--- config.mk ---
export PLATFORM = sky130hd
export DESIGN_NAME = vfbar_decoder
export DESIGN_NICKNAME = d
export VERILOG_FILES = /design/src/rtl/vfbar_pkg.sv /design/src/rtl/vfbar_size_calc.sv /design/src/rtl/vfbar_match.sv /design/src/rtl/vfbar_decoder.sv
export SDC_FILE = /design/constraint.sdc
export NUM_CORES = 1
export LEC_CHECK = 0
export ABC_AREA = 1
export BUFFER_PORTS_ARGS = -buffer_cell sky130_fd_sc_hd__buf_2
export CORE_MARGIN = 4
export CORE_UTILIZATION = 25
export DETAILED_ROUTE_END_ITERATION = 7
export PLACE_DENSITY = 0.43
export SETUP_SLACK_MARGIN = 0.05
export SYNTH_ARGS = -nofsm -noshare
export SYNTH_HDL_FRONTEND = slang
export SYNTH_SLANG_ARGS = --single-unit
--- constraint.sdc ---
create_clock -name clk -period 6.9 [get_ports clk]
set_clock_uncertainty 0.05 [all_clocks]
set_input_delay 0 -clock clk [delete_from_list [all_inputs] [get_ports clk]]
set_output_delay 0 -clock clk [all_outputs]
set_load 0.1 [all_outputs]
--- src/rtl/vfbar_pkg.sv ---
package vfbar_pkg;

    // Smallest system page exponent (code 0 means 4 KiB)
    localparam int unsigned PAGE_LOG2_MIN = 12;

    // Effective aperture exponent: larger of the fixed size and the page, capped
    function automatic int unsigned eff_shift(input int unsigned aper_log2,
                                              input int unsigned page_log2,
                                              input int unsigned cap);
        int unsigned s;
        s = (page_log2 > aper_log2) ? page_log2 : aper_log2;
        if (s > cap) s = cap;
        return s;
    endfunction

endpackage

--- src/rtl/vfbar_size_calc.sv ---
module vfbar_size_calc #(
    parameter int unsigned ADDR_W    = 32,
    parameter int unsigned PG_W      = 4,
    parameter int unsigned APER_LOG2 = 12,
    localparam int unsigned SH_W     = $clog2(ADDR_W)
) (
    input  logic [PG_W-1:0]   page_code,
    output logic [SH_W-1:0]   shift,
    output logic [ADDR_W-1:0] low_mask
);
    import vfbar_pkg::*;

    always_comb begin
        int unsigned s;
        s        = eff_shift(APER_LOG2, PAGE_LOG2_MIN + 32'(page_code), ADDR_W - 1);
        shift    = SH_W'(s);
        low_mask = (ADDR_W'(1) << shift) - ADDR_W'(1);
    end

endmodule

--- src/rtl/vfbar_match.sv ---
module vfbar_match #(
    parameter int unsigned ADDR_W = 32,
    parameter int unsigned VF_W   = 16,
    localparam int unsigned SH_W  = $clog2(ADDR_W)
) (
    input  logic              qualify,
    input  logic [ADDR_W-1:0] base_al,
    input  logic [ADDR_W-1:0] addr,
    input  logic [SH_W-1:0]   shift,
    input  logic [ADDR_W-1:0] low_mask,
    input  logic [VF_W-1:0]   num_vfs,
    output logic              hit,
    output logic [VF_W-1:0]   idx,
    output logic [ADDR_W-1:0] off
);
    logic              above;
    logic [ADDR_W-1:0] diff;
    logic [ADDR_W-1:0] quot;
    logic              in_stack;

    always_comb begin
        above    = (addr >= base_al);
        diff     = addr - base_al;
        quot     = diff >> shift;
        in_stack = (quot < ADDR_W'(num_vfs));
        hit      = qualify & above & in_stack;
        idx      = VF_W'(quot) + VF_W'(1);
        off      = diff & low_mask;
    end

endmodule

--- src/rtl/vfbar_decoder.sv ---
module vfbar_decoder #(
    parameter int unsigned ADDR_W    = 32,
    parameter int unsigned VF_W      = 16,
    parameter int unsigned PG_W      = 4,
    parameter int unsigned APER_LOG2 = 12
) (
    input  logic              clk,
    input  logic              rst_n,
    input  logic              bar_wr_en,
    input  logic [ADDR_W-1:0] bar_wr_data,
    output logic [ADDR_W-1:0] bar_rd_data,
    input  logic              vf_enable,
    input  logic              vf_mse,
    input  logic [VF_W-1:0]   num_vfs,
    input  logic [PG_W-1:0]   page_code,
    input  logic              req_valid,
    input  logic [ADDR_W-1:0] req_addr,
    output logic              hit_o,
    output logic [VF_W-1:0]   vf_idx_o,
    output logic [ADDR_W-1:0] vf_off_o
);
    localparam int unsigned SH_W = $clog2(ADDR_W);

    typedef struct packed {
        logic [ADDR_W-1:0] base;
        logic              hit;
        logic [VF_W-1:0]   idx;
        logic [ADDR_W-1:0] off;
    } state_t;

    state_t st_d, st_q;

    logic [SH_W-1:0]   ap_shift;
    logic [ADDR_W-1:0] ap_mask;
    logic [ADDR_W-1:0] base_al;
    logic              m_hit;
    logic [VF_W-1:0]   m_idx;
    logic [ADDR_W-1:0] m_off;

    vfbar_size_calc #(
        .ADDR_W(ADDR_W), .PG_W(PG_W), .APER_LOG2(APER_LOG2)
    ) u_size (
        .page_code(page_code),
        .shift    (ap_shift),
        .low_mask (ap_mask)
    );

    assign base_al     = st_q.base & ~ap_mask;
    assign bar_rd_data = base_al;

    vfbar_match #(
        .ADDR_W(ADDR_W), .VF_W(VF_W)
    ) u_match (
        .qualify (req_valid & vf_enable & vf_mse),
        .base_al (base_al),
        .addr    (req_addr),
        .shift   (ap_shift),
        .low_mask(ap_mask),
        .num_vfs (num_vfs),
        .hit     (m_hit),
        .idx     (m_idx),
        .off     (m_off)
    );

    always_comb begin
        st_d = st_q;
        if (bar_wr_en) begin
            st_d.base = bar_wr_data;
        end
        st_d.hit = m_hit;
        st_d.idx = m_hit ? m_idx : '0;
        st_d.off = m_hit ? m_off : '0;
    end

    always_ff @(posedge clk) begin
        if (!rst_n) begin
            st_q <= '0;
        end else begin
            st_q <= st_d;
        end
    end

    assign hit_o    = st_q.hit;
    assign vf_idx_o = st_q.idx;
    assign vf_off_o = st_q.off;

endmodule

==> results of run 1 <==
## layout make-up
class	count	area (um2)
fillers	4186	24470
multi-input cells	1158	5796
repair buffers	276	1739
flip-flops and latches	81	1622
inverters	285	1074
well taps	461	576.8
clock buffers	12	256.5
clock inverters	3	40.04
## logic make-up after synthesis
| family | after synthesis |
|---|---|
| AND/OR/NAND/NOR | 974 |
| buffers and inverters | 376 |
| AO/OA/AOI/OAI | 98 |
| flip-flops | 81 |
| adder cells (fa/ha/maj) | 57 |
| XOR/XNOR | 28 |
| other | 1 |
## worst max-delay path, delay by kind of cell
kind                       cells  cell delay (ns)
buffers and inverters         10             1.40
and+or+nand+nor               24             3.41
AOI/OAI and AO/OA              5             0.74
adders and majority gates      3             0.94
## cells in the final DEF (no fill, tap or decap), types with 2 or more instances in the layout
cell           synthesis  final
a211oi_1               2      2
a21oi_1               33     33
a22oi_1                2      2
a31oi_1                2      2
and2_1                 5      5
and3_1                 2      2
buf_2                  9    170
buf_4                 50     73
clkbuf_16              0      9
clkbuf_8               0      2
clkinv_2               0      2
dfxtp_1               81     81
dlygate4sd3_1          0     32
ha_1                  56     56
inv_1                277    276
inv_2                  7      8
nand2_1              448    446
nand2_2               10     12
nand3_1              219    219
nand3_2                7      7
nand3b_1               9      9
nand4_1               14     14
nor2_1               203    200
nor2_2                30     33
nor3_1                 7      5
nor3_2                 3      4
nor4_1                 3      2
nor4_2                 1      2
o211ai_1               3      3
o21ai_0               45     45
o21ai_1                4      4
or2_2                  9      9
xnor2_1                4      4
xor2_1                24     24
## worst min path at each step
| stage | slack, ns | start | endpoint |
|---|---|---|---|
| 2_1_floorplan | 0.08 | bar_wr_data[1] | st_q[50]$_SDFFE_PN0P_ |
| 3_3_place_gp | 0.17 | bar_wr_data[17] | st_q[66]$_SDFFE_PN0P_ |
| 3_5_place_dp | 0.18 | bar_wr_data[16] | st_q[65]$_SDFFE_PN0P_ |
| 4_1_cts | 0.12 | bar_wr_en | st_q[52]$_SDFFE_PN0P_ |
| 5_1_grt | 0.16 | bar_wr_en | st_q[76]$_SDFFE_PN0P_ |
| 6_report | 0.13 | bar_wr_en | st_q[52]$_SDFFE_PN0P_ |
## metal layers
metal | GRT usage | up-vias | share of wire
li1 | - | 5340 | -
met1 | 0.2554 | 4579 | 0.48
met2 | 0.3147 | 239 | 0.46
met3 | 0.02348 | 17 | 0.045
met4 | 0.03826 | 0 | 0.012
met5 | 0 | - | 0
## per-stage QoR
step | instances | hold slack [ns] | setup WS, ns
after floorplan | 1615 | 0.08491 | 0.2330
after detailed placement | 2228 | 0.1761 | -0.06870
after CTS | 2275 | 0.1186 | 0.3039
final | 2276 | 0.1286 | 0.6213
after global placement | 2228 | 0.1709 | -0.002430
after global routing | 2276 | 0.1623 | 0.04967
## repair_timing
item | CTS | global route
hold endpoints to repair | 32 | 0
hold buffers | 32 | 0
setup endpoints to repair | 0 | 48
resized for setup | 0 | 8
buffers inserted | 0 | 1
## power breakdown
part           switching, mW  total (mW)  leakage (nW)  internal [mW]
clock network          0.211       0.508         0.148          0.297
registers            0.00719       0.491         0.662          0.484
logic                  0.648       0.957          5.63          0.309
## registers in the layout, indices dropped and copies added (netlist names)
register  count
vf_off_o     32
hit_o         1
vf_idx_o     16
st_q         32
==> metrics list, run 1 <==
- Measured against the total synthesized area, the mux share comes to 0.
- Using the TritonRoute via totals, the vias-per-cell ratio works out to 4.471.
- Maximum cell stage delay along the critical path: 0.36 ns
- The smallest clock period supported by the final layout is computed as 6.279 ns.
- Data arrives at the worst endpoint at 6.53 ns.
- For flop-to-flop paths, the worst setup slack is 2.15 ns.
* Die area: 39160 um2
- Worst setup endpoint: vf_off_o[13]$_SDFF_PN0_
* Remaining global-route overflow: 0
* Xor/xnor share of the synthesized area: 0.02720
- # Max-Cap Violations: 0
* Buffer depth of the longest clock path: 2
* Detailed Routing Iterations Pass 1: 5
- Buffers inserted during clock tree synthesis total 9.
* Worst hold path cell count: 3
* Ys flop type: dfxtp_1
* Post-route ant nets: 0
- Largest net degree at the start of global routing: 34
- Power density over cell area: 176.2 nW/um2
* CTS H-tree lvls: 3
* Number of flip-flops and latches in the synthesized netlist: 81
* Crit path capture type: flip-flop
* Area growth from synthesis to layout: 23.16%
* Total power: 1.956 mW
- Main area contributors after synthesis: nand2_1 19%, dfxtp_1 18%, nand3_1 12%
* Number of port buffers: 170
* Least-Margin Pin Slew: 0.7488 ns
- 0 antenna diodes ended up in the layout.
- The die is 197.9 um tall.
- Kind of critical path: input pin to flip-flop
- Of the total synthesized cell area, the portion taken by full adders, half adders and majority gates is 0.07994.
- For this design the top-level I/O count stands at 171.
* Via count of the first global-routing pass: 9937
* Global-route wire length before repair: 55.87 mm
- Post-Synthesis Cells: 1615
- Syn_nets: 1762
- In this run the cell area of the synthesized design comes to 9015 um2.
* Avg Synthesized Cell Area: 5.582 um2
- Most frequent cell on the critical path: nand3_1
- In this run the core area contains 69 standard-cell rows.
* Fraction of the mapped netlist area in compound gates: 0.06065
- CP startpoint: page_code[2]
- Number of antenna violations at the first check in global routing: 1
- Number of enable flip-flop cells after synthesis: 0
* Clock Root Buffer: clkbuf_16
* TritonCTS clock tree: yes
* Fmax achieved: 159.3 MHz
- Data required time at the worst endpoint: 7.15 ns
* Placeable core area: 35570 um2
* Yosys synthesis warning count: 0
- Of the cells placed in the final design, the portion with a size suffix greater than 1 is 0.1873.
- The final number of hold-violating endpoints is 0.
* Main combinational cell family by area after synthesis: simple AND/OR/NAND/NOR gates
* Largest fanout of any net on the critical path: 33
- The initial utilization of the core area, before any placement, comes to 0.2534.
* Detailed-route wire length: 36.79 mm
- Once detailed placement completed, the half-perimeter wirelength came to 31.29 mm.
- Routability-driven placement finished with a final weighted congestion of 0.9011.
- Result of the run: finished, final reports clean
- Period utilisation layout: 0.9100
- Summing all placed instances gives a cell area of 10450 um2.
* Fraction of the yosys area taken by sequential cells: 0.1799
- The detailed router placed 10175 vias in this run.
* Most frequently used cell type in the post-synthesis netlist: nand2_1
* Sinks on the clock net: 81
- IR Drop Worst-Case VDD: 0.1339 mV
* Final instance area: 11100 um2
- Overall routing resource usage: 0.1862
- Min-Delay Path Class: input pin to flip-flop
- In the final routed layout, each cell accounts on average for 16.16 um.
* Leading area contributor after synthesis: nand2_1
- Summed over all failing endpoints, the final setup total negative slack is 0 ns.
* Drt first-iter violations: 528
- Insertion delay of the later-clocked pin in the worst-skew pair: 0.38 ns
* Share of the synthesized area in the top cell type: 0.1865
- Slowest stage cell on the critical path: or3_1
- Horizontal extent of the die: 197.9 um
- The final max-slew violation count was 0.
* Clock edge transition at the registers on the reported setup and hold paths: 0.07 ns
- Setup repair after global routing left no endpoint under its margin.
- Worst-case headroom to the max-slew limit: 0.4943
- Nets@finish: 1958
* Type of origin of the critical path: input pin
* Static Leak: 6.443 nW
- Core occupancy in the finished layout: 0.3122
- Synthesized-area fraction occupied by and/or/nand/nor cells: 0.4708
- Reg-to-reg critical path endpoint: vf_off_o[13]$_SDFF_PN0_
* Share of synthesized registers carrying an async set or reset: 0
- Setup violations remaining at the end of the flow were counted as 0.
- Commonest cells in the synthesized netlist: 448 x nand2_1, 277 x inv_1, 219 x nand3_1
- Number of design rule violations left after detail routing: 0
* Cells on worst reg2reg path: 31
- Worst r2r src: st_q[49]$_SDFFE_PN0P_
- The netlist uses 47 different library cells.
Note: power is estimated with default switching activity, not from simulation.
==> run 2, diff against run 1 <==
==> constraint.sdc (replaced) <==
create_clock -name clk -period 6.9 [get_ports clk]
set_clock_uncertainty 0.05 [all_clocks]
set_input_delay 0.345 -clock clk [delete_from_list [all_inputs] [get_ports clk]]
set_output_delay 0.345 -clock clk [all_outputs]
set_load 0.1 [all_outputs]
==> run 2 against run 1 <==
Against the previous run:
- design area is 1.4% lower
- non-clock buffer count is 50 lower
- die area stayed put
- clock-buffer cell count is 1 lower
- global-route usage is 0.22 points lower
- register-to-register slack better by 0.12 ns
- sequential share of layout area is 0.21 points higher
- via count is 1.4% lower
- critical path depth is 2 higher
- final cell count is 2.2% lower
- worst setup slack better by 0.0051 ns
- wire length is 1.7% lower
==> metrics list, run 2 (synthesis results as in run 1) <==
* Data arrival at the endpoint of the critical path: 6.53 ns (about the same)
* Data required time at the worst endpoint: 7.16 ns (about the same)
* Most frequent cell on the critical path: nand2_1
- Worst Hold Launch: bar_wr_data[22]
- The final number of hold-violating endpoints is 0 (unchanged).
- The cts-stage hold buffer count is 0 (-100%).
- Final weighted congestion in routability-driven placement: 0.9043 (+0.36%)
- # Max-Cap Violations: 0 (unchanged)
- Fmax achieved: 159.4 MHz (about the same)
- The number of H-tree levels came to 3 (unchanged).
* Count of placed standard cells including taps: 2208 (-0.90%)
- Number of antenna violations at the first check in global routing: 1 (unchanged)
- Min-Delay Path Class: input pin to flip-flop
* Worst-case headroom to the max-slew limit: 0.4792 (-0.01508)
* Average routed wire per standard cell: 16.24 um (+0.49%)
* Detailed Routing Iterations Pass 1: 5 (unchanged)
- Clock Root Buffer: clkbuf_16
- The total length of routed wires is 36.18 mm (-1.7%).
- The total overflow reported by the global router is 0 (unchanged).
- The final net count was 1908 (-2.6%).
- Final critical-path setup slack: 0.6264 ns (+0.005107 ns)
- The die outline area came to 39160 um2 (unchanged).
* Worst r2r src: st_q[49]$_SDFFE_PN0P_
- Largest fanout of any net on the critical path: 33 (unchanged)
- Slowest stage cell on the critical path: a211oi_2
- Number of non-filler instances in the completed layout: 2227 (-2.2%)
* Sinks on the clock net: 81 (unchanged)
- The cell area after placement is 10310 um2 (-1.3%).
- The largest incremental delay on the critical path was 0.33 ns (-0.03 ns).
- The post-detailed-route count of antenna-violating nets came to 0 (unchanged).
* Global-route wire length before repair: 54.92 mm (-1.7%)
* Number of design rule violations left after detail routing: 0 (unchanged)
- The final design area excluding fillers was 10950 um2 (-1.4%).
* Commonest cells after routing, fill and taps aside: 439 x nand2_1, 276 x inv_1, 216 x nand3_1
* Overall routing resource usage: 0.1840 (-0.002203)
* Static Leak: 6.277 nW (-2.6%)
- The setup slack on the worst flop-to-flop path is 2.27 ns (+0.12 ns).
- Horizontal extent of the die: 197.9 um (unchanged)
- The proportion of layout cells with a drive suffix above 1 was 0.2055 (+0.01822).
* Total CTS buffers: 9 (unchanged)
* Buffer depth of the longest clock path: 2 (unchanged)
- HPWL after detailed placement: 30.86 mm (-1.4%)
* Critical path buffers and inverters: 8 (-2)
- Hold Path End: st_q[71]$_SDFFE_PN0P_
* Standard-cell rows: 69 (unchanged)
- The transition time at the pin with the least slew margin was 0.7711 ns (+0.02232 ns).
- Pre-CTS setup slack: -0.1866 ns (-0.1179 ns)
- Clock edge transition at the registers on the reported setup and hold paths: 0.06 ns (about the same)
- Vias per Instance: 4.507 (+0.81%)
- The core outline area was 35570 um2 (unchanged).
- Met1 demand-to-capacity share in global routing: 0.2502 (-0.005218)
* Inserted Diodes: 0 (unchanged)
- TritonCTS built the clock tree.
- Commonest non-fill, non-tap cell in the layout: nand2_1
- Result of the run: finished, final reports clean
- The pin count of the biggest net entering global routing was 34 (unchanged).
- STA classifies the critical path endpoint as a flip-flop.
* Summed negative setup slack over all endpoints: 0 ns (unchanged)
- The final period utilization is 0.9092 (about the same).
- The count of buffers inserted at the top-level ports was 170 (unchanged).
* Worst hold path cell count: 3 (unchanged)
* Area growth from synthesis to layout: 21.43%
- The total power divided by cell area was 185.3 nW/um2 (+5.2%).
- The via count of the first global-routing pass was 9804 (-1.3%).
* Initial standard-cell utilization of the core: 0.2534 (unchanged)
- STA classifies the critical path startpoint as an input pin.
- Kind of critical path: input pin to flip-flop
- DR vias: 10037 (-1.4%)
- IR Drop Worst-Case VDD: 0.1344 mV (+0.37%)
- The number of failing setup endpoints in the final timing report was 0 (unchanged).
- The clock latency at the later pin of the worst-skew pair came to 0.38 ns (about the same).
- The met3 capacity usage during global routing is 0.02552 (+0.002042).
* Drt first-iter violations: 549 (+4.0%)
- Total power: 2.029 mW (+3.7%)
- Min Clock Period, post-route: 6.274 ns (-0.005107 ns)
* Top cell family by delay on the critical path: simple AND/OR/NAND/NOR gates
- Met2 global-route usage: 0.3008 (-0.01391)
- Reg-to-reg critical path endpoint: vf_off_o[3]$_SDFF_PN0_
* Most utilized layer in the global route result: met2
- Die Y-Extent: 197.9 um (unchanged)
* Count of final max-slew check failures: 0 (unchanged)
* RSZ-0062 raised after global routing: false
* Cells on worst reg2reg path: 26 (-16%)
* Io pins: 171 (unchanged)
[run 2: cell count changes in the layout (fill, tap and decap cells not counted), moves of 4 or more]
cell           before  now
dlygate4sd3_1      32    0
buf_4              73   54
nor2_1            200  190
a21oi_1            33   26
a21oi_2             1    8
nand2_1           446  439
nand2_2            12   19
nor2_2             33   39
ha_1               56   51
xor2_1             24   19
nor2_4              1    5
[run 2: repair_timing]
action / 4_1_cts / 5_1_grt
gates resized for setup: 0 / 56
setup endpoints to repair: 0 / 48
buffers inserted: 0 / 3
[run 2: worst max path at each step]
stage	from	to	slack, ns	cells after the start
final	page_code[2]	vf_off_o[3]$_SDFF_PN0_	0.63	44
after floorplan	page_code[2]	vf_idx_o[0]$_SDFF_PN0_	0.21	46
after detailed placement	page_code[2]	vf_off_o[3]$_SDFF_PN0_	-0.19	47
after CTS	page_code[2]	vf_off_o[8]$_SDFF_PN0_	0.18	45
after global routing	page_code[2]	vf_off_o[27]$_SDFF_PN0_	0.08	44
after global placement	page_code[2]	vf_off_o[20]$_SDFF_PN0_	-0.13	45
[run 2: cell type report]
cell class / instances / area, um2
Timing Repair Buffer: 226 / 1290
Fill cell: 4178 / 24620
Clock buffer: 11 / 242.7
Tap cell: 461 / 576.8
Multi-Input combinational cell: 1158 / 6040
Clock inverter: 5 / 102.6
Inverter: 285 / 1074
Sequential cell: 81 / 1622
[run 2: report_power, final]
group	internal, mW	switching (mW)
registers	0.484	0.00764
logic	0.300	0.658
clock network	0.363	0.216
total	1.15	0.882
[run 2: through the flow]
stage	hold WS [ns]	utilization
finish	0.1346	0.3078
global route	0.1148	0.3078
CTS	0.1122	0.2996
detailed placement	0.4081	0.2899
global placement	0.3982	0.2899
floorplan	0.3837	-
[run 2: metal layers]
| layer | share of wire | up-vias |
|---|---|---|
| li1 | - | 5238 |
| met1 | 0.48 | 4492 |
| met2 | 0.45 | 255 |
| met3 | 0.045 | 52 |
| met4 | 0.029 | 0 |
| met5 | 0 | - |
[run 2: worst reg2reg max path, stage by stage, from the launching register on]
cell and delay (ns):
dfxtp_1 0.31, inv_1 0.05, nor2_1 0.15, ha_1 0.21, inv_1 0.10, fa_1 0.48, nand3_1 0.12, nand3_1 0.15
nand3_1 0.11, nand3_1 0.23, nand2_1 0.16, nand3_1 0.23, nand3_1 0.20, nand3_1 0.11, nand3_1 0.13, nand3_1 0.10
nand3_1 0.16, inv_1 0.08, ha_1 0.29, a21oi_1 0.15, nor2_1 0.08, nor4_4 0.26, nand3_1 0.11, nor2_1 0.12
nand2_2 0.09, buf_12 0.17, nor2_1 0.17
==> run 3, diff against run 2 <==
--- a/config.mk
+++ b/config.mk
@@ -7,10 +7,12 @@
 export LEC_CHECK = 0
 export ABC_AREA = 1
 export BUFFER_PORTS_ARGS = -buffer_cell sky130_fd_sc_hd__buf_2
+export CELL_PAD_IN_SITES_DETAIL_PLACEMENT = 1
+export CELL_PAD_IN_SITES_GLOBAL_PLACEMENT = 2
 export CORE_MARGIN = 4
 export CORE_UTILIZATION = 25
 export DETAILED_ROUTE_END_ITERATION = 7
-export PLACE_DENSITY = 0.43
+export PLACE_DENSITY = 0.74
 export SETUP_SLACK_MARGIN = 0.05
 export SYNTH_ARGS = -nofsm -noshare
 export SYNTH_HDL_FRONTEND = slang
==> run 3 against run 2 <==
Against the previous run:
- sequential power is essentially flat
- sequential share of layout area grew 0.31 points
- non-clock buffer count shrank 11
==> metrics list, run 3 (synthesis results as in run 1) <==
- The worst slew slack as a fraction of its limit came to 0.5376 (+0.05838).
- The final net count came to 1897 (-0.58%).
- The largest buffer count on any clock path came to 2 (unchanged).
* Tightest hold margin: 0.1345 ns (-0.0001110 ns)
- TritonCTS clock tree: yes
- Overall routing resource usage: 0.1991 (+0.01514)
- Final instance area: 10720 um2 (-2.0%)
- DR vias: 10239 (+2.0%)
* Number of port buffers: 170 (unchanged)
* Min-Delay Path Class: input pin to flip-flop
* Maximum cell stage delay along the critical path: 0.42 ns (+0.09 ns)
- The final number of hold-violating endpoints is 0 (unchanged).
* Fmax achieved: 157.8 MHz (-1.0%)
* Static Leak: 6.213 nW (-1.0%)
* CTS H-tree lvls: 3 (unchanged)
- Placeable core area: 35570 um2 (unchanged)
- The slowest stage of the critical path is the ha_1 cell.
* Commonest cells after routing, fill and taps aside: 444 x nand2_1, 275 x inv_1, 216 x nand3_1
* Global-route wire length before repair: 60.22 mm (+9.6%)
* Number of antenna violations at the first check in global routing: 1 (unchanged)
- RSZ-0062 raised after global routing: false
- The number of failing setup endpoints in the final timing report came to 0 (unchanged).
- The number of optimization iterations in the first detailed-route pass came to 5 (unchanged).
* Min Clock Period, post-route: 6.339 ns (+0.06506 ns)
- Sinks on the clock net: 81 (unchanged)
- Vias per Instance: 4.620 (+2.5%)
* Die Y-Extent: 197.9 um (unchanged)
- Inserted Diodes: 0 (unchanged)
* Period utilisation layout: 0.9186 (+0.009429)
- Horizontal extent of the die: 197.9 um (unchanged)
- Most frequent cell on the critical path: nand2_1
* Placed inst area: 10240 um2 (-0.66%)
- Largest net degree at the start of global routing: 36 (+5.9%)
* Kind of critical path: input pin to flip-flop
- # Max-Cap Violations: 0 (unchanged)
* Detailed-route wire length: 39.00 mm (+7.8%)
- Least-Margin Pin Slew: 0.6936 ns (-0.07748 ns)
- Die area: 39160 um2 (unchanged)
- The library cell used most frequently in the layout, excluding fill and tap cells, is nand2_1.
- The clock transition at the registers of the reported paths is 0.08 ns (+0.02 ns).
- The total power divided by cell area came to 182.7 nW/um2 (-1.4%).
* Type of origin of the critical path: input pin
- The total negative slack was 0 ns (unchanged).
* Largest fanout of any net on the critical path: 13 (-61%)
- The number of standard cells in the layout, taps in and fillers out was 2216 (-0.49%).
- Count of placed standard cells including taps: 2199 (-0.41%)
* Post-route ant nets: 0 (unchanged)
- The starting density of the core was 0.2534 (unchanged).
- The proportion of layout cells with a drive suffix above 1 is 0.1926 (-0.01296).
- Remaining global-route overflow: 0 (unchanged)
- HPWL after detailed placement: 33.52 mm (+8.6%)
- The placement row count is 69 (unchanged).
- The first-iteration detailed-routing DRC count was 360 (-34%).
* Final weighted congestion in routability-driven placement: 0.9461 (+4.6%)
- The remaining routing DRC violations is 0 (unchanged).
- R2r setup slk: 2.20 ns (-0.07 ns)
* Io pins: 171 (unchanged)
- Final critical-path setup slack: 0.5614 ns (-0.06506 ns)
- Result of the run: finished, final reports clean
- The worst endpoint required time was 7.15 ns (about the same).
- The number of buffers created by CTS is 9 (unchanged).
- Pre-CTS setup slack: -0.2598 ns (-0.07324 ns)
- The maximum VDD drop came to 0.1376 mV (+2.4%).
* Via count of the first global-routing pass: 10625 (+8.4%)
- The detail-routed net length per standard cell is 17.60 um (+8.3%).
- The worst setup path is captured at a flip-flop.
* Insertion delay of the later-clocked pin in the worst-skew pair: 0.38 ns (about the same)
- In this run the clock root is driven by a clkbuf_16.
* Data arrival at the endpoint of the critical path: 6.58 ns (+0.05 ns)
- Relative to the synthesized area, the layout overhead comes to 18.95%.
- Count of final max-slew check failures: 0 (unchanged)
-- run 3: layer usage --
metal  global-route usage  vias up  part of all wire
met3              0.03012       38             0.039
met2               0.3289      198              0.46
li1                     -     5223                 -
met5                    0        -           0.00033
met1               0.2700     4778              0.48
met4              0.05687        2             0.022
-- run 3: worst paths after layout --
kind,start,end,cells after the start
min reg2reg,st_q[73]$_SDFFE_PN0P_,st_q[73]$_SDFFE_PN0P_,2
min,bar_wr_data[23],st_q[72]$_SDFFE_PN0P_,3
max reg2reg,st_q[49]$_SDFFE_PN0P_,vf_off_o[18]$_SDFF_PN0_,27
max,page_code[3],vf_off_o[18]$_SDFF_PN0_,43
-- run 3: per-stage QoR --
stage	utilization	total power, mW
after floorplan	-	1.125
after global placement	0.2880	1.426
after detailed placement	0.2880	1.437
after CTS	0.2965	1.971
after global routing	0.3015	2.110
final	0.3015	1.959
-- run 3: area by class of cell --
type                    instances  area, um2
fillers                      4808      24850
multi-input cells            1158       5948
flip-flops and latches         81       1622
repair buffers                215       1204
inverters                     285       1070
well taps                     461      576.8
clock buffers                   9      225.2
clock inverters                 7      77.57
-- run 3: worst max-delay path, delay by kind of cell --
kind | cells | cell delay, ns
and+or+nand+nor | 26 | 3.18
adders and majority gates | 4 | 1.10
AOI/OAI and AO/OA | 6 | 0.92
buffers and inverters | 6 | 0.78
xor gates and xnor gates | 1 | 0.19
-- run 3: power by group --
part	leakage [nW]	internal [mW]	total, mW	switching, mW
registers	0.662	0.484	0.491	0.00669
clock network	0.146	0.284	0.515	0.232
logic	5.41	0.284	0.953	0.670
total	6.21	1.05	1.96	0.908
-- run 3: timing repair --
action	in CTS	in global routing
buffers inserted	0	1
gates resized for setup	0	37
setup endpoints to repair	0	48
hold buffers	0	0
